### src/rtl/bitonic_stream_merger.sv
module bitonic_stream_merger #(
  parameter int T  = 8,
  parameter int KW = 32,
  parameter int VW = 32,
  localparam int H  = T / 2,
  localparam int CW = $clog2(H + 1)
) (
  input  logic          clk,
  input  logic          rst_n,
  input  logic          a_valid,
  output logic          a_ready,
  input  logic [H*KW-1:0] a_key,
  input  logic [H*VW-1:0] a_val,
  input  logic [CW-1:0] a_cnt,
  input  logic          a_last,
  input  logic          b_valid,
  output logic          b_ready,
  input  logic [H*KW-1:0] b_key,
  input  logic [H*VW-1:0] b_val,
  input  logic [CW-1:0] b_cnt,
  input  logic          b_last,
  output logic          o_valid,
  input  logic          o_ready,
  output logic [H*KW-1:0] o_key,
  output logic [H*VW-1:0] o_val,
  output logic [H-1:0]  o_keep,
  output logic          o_last
);
  localparam int STG = $clog2(T);
  localparam int XW  = KW + 1;
  localparam int EW  = XW + VW;
  localparam int SW  = $clog2(STG + 1);

  typedef enum logic [2:0] {S_LDA, S_LDB, S_SORT, S_OUT, S_FILL} st_t;

  st_t           st;
  logic [SW-1:0] scnt;
  logic [XW-1:0] a_max, b_max, g_max;
  logic          fin, use_a, pick_a, in_fire, both_done;
  logic [CW-1:0] cnt;
  logic [EW-1:0] win [T];
  logic [EW-1:0] stg [STG][T];
  logic [EW-1:0] in_el [H];

  assign pick_a    = a_max <= b_max;
  assign use_a     = (st == S_LDA) || (st == S_FILL && pick_a);
  assign a_ready   = use_a;
  assign b_ready   = (st == S_LDB) || (st == S_FILL && !pick_a);
  assign in_fire   = (a_valid && a_ready) || (b_valid && b_ready);
  assign both_done = (&a_max) && (&b_max);
  assign cnt       = use_a ? a_cnt : b_cnt;
  assign g_max     = (use_a ? a_last : b_last) ? '1 : in_el[H-1][EW-1 -: XW];

  always_comb
    for (int i = 0; i < H; i++)
      if (i >= int'(cnt)) in_el[i] = '1;
      else if (use_a)     in_el[i] = {1'b0, a_key[i*KW +: KW], a_val[i*VW +: VW]};
      else                in_el[i] = {1'b0, b_key[i*KW +: KW], b_val[i*VW +: VW]};

  for (genvar s = 0; s < STG; s++) begin : g_stage
    localparam int D = T >> (s + 1);
    for (genvar i = 0; i < T; i++) begin : g_lane
      if ((i & D) == 0) begin : g_cx
        logic gt;
        assign gt          = win[i][EW-1 -: XW] > win[i+D][EW-1 -: XW];
        assign stg[s][i]   = gt ? win[i+D] : win[i];
        assign stg[s][i+D] = gt ? win[i]   : win[i+D];
      end
    end
  end

  always_ff @(posedge clk)
    case (st)
      S_LDA:  if (a_valid) for (int i = 0; i < H; i++) win[H+i] <= in_el[i];
      S_LDB,
      S_FILL: if (in_fire) for (int i = 0; i < H; i++) win[i] <= in_el[H-1-i];
      S_SORT: for (int i = 0; i < T; i++) win[i] <= stg[scnt][i];
      S_OUT:  if (o_ready && !fin && both_done) for (int i = 0; i < H; i++) win[i] <= '1;
      default: ;
    endcase

  always_ff @(posedge clk)
    if (!rst_n) begin
      st    <= S_LDA;
      scnt  <= '0;
      a_max <= '0;
      b_max <= '0;
      fin   <= 1'b0;
    end else
      case (st)
        S_LDA: if (a_valid) begin
          a_max <= g_max;
          st    <= S_LDB;
        end
        S_LDB: if (b_valid) begin
          b_max <= g_max;
          scnt  <= '0;
          st    <= S_SORT;
        end
        S_FILL: if (in_fire) begin
          if (use_a) a_max <= g_max;
          else       b_max <= g_max;
          scnt <= '0;
          st   <= S_SORT;
        end
        S_SORT: if (scnt == SW'(STG - 1)) st <= S_OUT;
                else scnt <= scnt + 1'b1;
        S_OUT: if (o_ready) begin
          if (fin) begin
            fin <= 1'b0;
            st  <= S_LDA;
          end else if (both_done) begin
            fin  <= 1'b1;
            scnt <= '0;
            st   <= S_SORT;
          end else st <= S_FILL;
        end
        default: st <= S_LDA;
      endcase

  assign o_valid = st == S_OUT;
  assign o_last  = fin;

  for (genvar i = 0; i < H; i++) begin : g_out
    assign o_key[i*KW +: KW] = win[i][VW +: KW];
    assign o_val[i*VW +: VW] = win[i][VW-1:0];
    assign o_keep[i]         = ~win[i][EW-1];
  end
endmodule

### config.mk
export PLATFORM = sky130hd
export DESIGN_NAME = bitonic_stream_merger
export DESIGN_NICKNAME = d
export VERILOG_FILES = /design/src/rtl/bitonic_stream_merger.sv
export SDC_FILE = /design/constraint.sdc
export NUM_CORES = 2
export LEC_CHECK = 0
export ABC_CLOCK_PERIOD_IN_PS = 12900
export BUFFER_PORTS_ARGS = -buffer_cell sky130_fd_sc_hd__buf_2
export CAP_MARGIN = 5
export CELL_PAD_IN_SITES_DETAIL_PLACEMENT = 1
export CELL_PAD_IN_SITES_GLOBAL_PLACEMENT = 2
export CORE_ASPECT_RATIO = 0.8
export CORE_UTILIZATION = 30
export CTS_CLUSTER_DIAMETER = 120
export DETAILED_ROUTE_END_ITERATION = 8
export PLACE_DENSITY = 0.84
export SYNTH_ARGS = -nofsm -noshare
export SYNTH_HDL_FRONTEND = slang
export SYNTH_SLANG_ARGS = --single-unit
### constraint.sdc
create_clock -name clk -period 12.9 [get_ports clk]
set_clock_uncertainty 0.1 [all_clocks]
set_input_delay 1.29 -clock clk [delete_from_list [all_inputs] [get_ports clk]]
set_output_delay 1.29 -clock clk [all_outputs]
set_load 0.03 [all_outputs]
==> out/qor.yml <==
placement:
  io_buffer_count: 788
  pre_cts_ws_ns: 7.07
  gp_congestion: 0.979
  place_hpwl_um: 178000
clocking:
  hold_buffers: 0
  cts_sinks: 592
  cts-root-buf: "clkbuf_16"
  post_cts_resized: 0
  clk-insertion-delay-late_ns: 0.71
  htreeDepth: 3
  post_cts_buffers: 0
  clk_pin_slew_ns: 0.06
  cts_made_buffers: 73
  cts_tree: "done"
  ctsLongestPathBuffers: 3
floorplanning:
  die_area_mm2: 0.160
  die_h_um: 358
  rows: 130
  initial_core_util_pct: 30.2
  core_mm2: 0.157
  die_w_um: 447
  io_pins: 789
min_path:
  hold_class: "reg -> reg"
critical_path:
  crit_path_start_kind: "flip-flop"
  critical_path.most_common_cell: "buf_4"
  end_kind: "output port"
  path_cells: "inv_1 > ha_1 > a211oi_1 > nor2_1 > a2111oi_0 > or2_1 > a31oi_4 > buf_4 > inv_4 > buf_4 > buf_2"
  max_stage_delay_ns: 0.62
  critPathSlowestCell: "inv_4"
  path_buf_inv: 5
  critPathKind: "reg -> out"
  critPathArrivalTime_ns: 4.68
  critPathTopFamily: "buffers and inverters"
  cp_data_required_time_ns: 11.51
  crit_fanout: 67
final_layout:
  fin_nets: 6542
  layout-drive-gt1-share_pct: 19.4
  area_growth_pct: 13.2
  fillers: 18400
drt:
  drt_iter0_drc: 6115
  wl_per_cell_um: 33.3
  drc_errors: 0
  routed_wl_um: 258000
  vias: 50000
  firstDrtPassIters: 6
  antenna_left: 0
  vias_per_cell: 6.45
timing:
  setup_slack_ns: 6.83
  fin_setup_tns_ns: 0
  period_share_pct: 47.1
  layout_min_cycle_time_ns: 6.07
  finalSetupViolCount: 0
  worst_slew_pin_slew_ns: 1.35
  rsz0062_at_grt: "false"
  slew_headroom_pct: 9.76
  slew_viol_final: 0
  final_hold_viol_count: 0
  fmax_ghz: 0.165
flow_run:
  cap_violations: 0
synth:
  synthTopCellsByCount: "nand2_1 (683), ha_1 (432), edfxtp_1 (390)"
  synth_fp_nets: 6265
  synth_edf_count: 390
  ys_seq_elements: 592
  yosys.cell_count.top_type: "nand2_1"
  ys.flop_type: "edfxtp_1"
  ys_types: 63
  syn-cell-area_mm2: 0.0474
  yosys.area.top_type: "edfxtp_1"
  netlist_instances: 5308
  ys_top_cells_by_area: "edfxtp_1 (25%), ha_1 (11%), dfxtp_1 (8.5%)"
  postSynthAreaPerCell_um2: 8.94
  async_flop_share_pct: 0
  synth.top_cell.area_share_pct: 24.7
  seq_area_frac_synth_pct: 33.2
  yosys_warnings: 0
power:
  power.density_mw_per_mm2: 216
  p_leak_uw: 0.0221
  irDropWorstVdd_uv: 211
global_routing:
  grt_use_total_pct: 30.9
  overflow: 0
  grt_pass1_wl_um: 361000
  grt_pass1_vias: 48700
  antenna_found_initial: 10
  grt_max_degree: 124
run_status:
  status: "complete, no violations"
==> logic make-up (layout without fill, tap and decap cells) <==
family,after synthesis,count (layout),synth area share [%]
simple gates,1370,1370,13.1
other cells,0,1,0
compound gates,1761,1761,28.3
flops,592,592,33.2
mux,195,195,4.12
fa+ha+maj,432,432,11.4
buf+inv,958,1294,9.96
==> layer usage <==
| layer | track usage [%] | up-vias | part of all wire [%] |
|---|---|---|---|
| li1 | - | 20700 | - |
| met1 | 41.2 | 25200 | 40 |
| met2 | 45.8 | 3510 | 43 |
| met3 | 9.83 | 586 | 13 |
| met4 | 12.6 | 10 | 4.3 |
| met5 | 1.47 | - | 0.15 |
==> worst paths after layout <==
| check | end | slack (ns) | startpoint | cells past startpoint |
|---|---|---|---|---|
| setup / recovery | a_ready | 6.83 | b_max[6] | 11 |
| hold / removal | win[0][79] | 0.45 | win[0][79] | 1 |
| setup reg to reg | win[0][88] | 6.85 | b_max[6] | 15 |
| hold reg to reg | win[0][79] | 0.45 | win[0][79] | 1 |
==> power by group <==
| group | internal (uW) | switching, uW | leakage (uW) | total, uW |
|---|---|---|---|---|
| Clock | 1180 | 962 | 0.00113 | 2140 |
| Combinational | 1840 | 3870 | 0.0156 | 5710 |
| Sequential | 2700 | 1060 | 0.00531 | 3760 |
| Total | 5720 | 5890 | 0.0221 | 11600 |
==> state kept, by name (all words and copies together), names as in the netlist <==
register / count
o_last: 1
win: 520
a_max: 33
st: 3
scnt: 2
b_max: 33
==> cells in the final DEF (no fill, tap or decap), drive strengths merged, types with 64 or more instances in the layout <==
cell type,instances
a21o,173
a21oi,199
o221a,64
a22o,64
o211ai,78
a21boi,66
nand4,96
edfxtp,390
inv,289
clkbuf,107
nand2,683
nand3,155
nor3,118
ha,432
a311oi,65
nor2,155
a2bb2oi,65
o21ai,173
a22oi,324
buf,872
dfxtp,202
a221oi,334
mux2i,194
==> metrics by stage <==
step	power [uW]	hold WS (ns)	area [um2]	util [%]	std cells
after CTS	11400	0.440	53700	34.2	7753
after detailed placement	9280	0.426	51300	32.7	7619
after global placement	9080	0.423	51300	32.7	7619
final	11600	0.448	53700	34.2	7757
after floorplan	7100	0.402	47400	-	5308
after global routing	12000	0.454	53700	34.2	7757
==> worst reg2reg max path: cells and delay by family, from the launching register on <==
kind	cells	cell delay, ns
AO/OA/AOI/OAI	6	1.86
adder cells (fa/ha/maj)	1	0.30
buffers and inverters	5	2.61
flip-flops	1	0.36
AND/OR/NAND/NOR	3	0.65
==> cell type report <==
class                   instances  area (um2)  area share, %
diodes                          1        2.50        0.00466
multi-input cells            3758       27300           50.8
clock buffers                 106        2060           3.84
clock inverters                28         282          0.524
repair buffers                873        4630           8.61
well taps                    2112        2640           4.92
inverters                     287        1080           2.01
flip-flops and latches        592       15800           29.3
(Power assumes the default switching activity.)
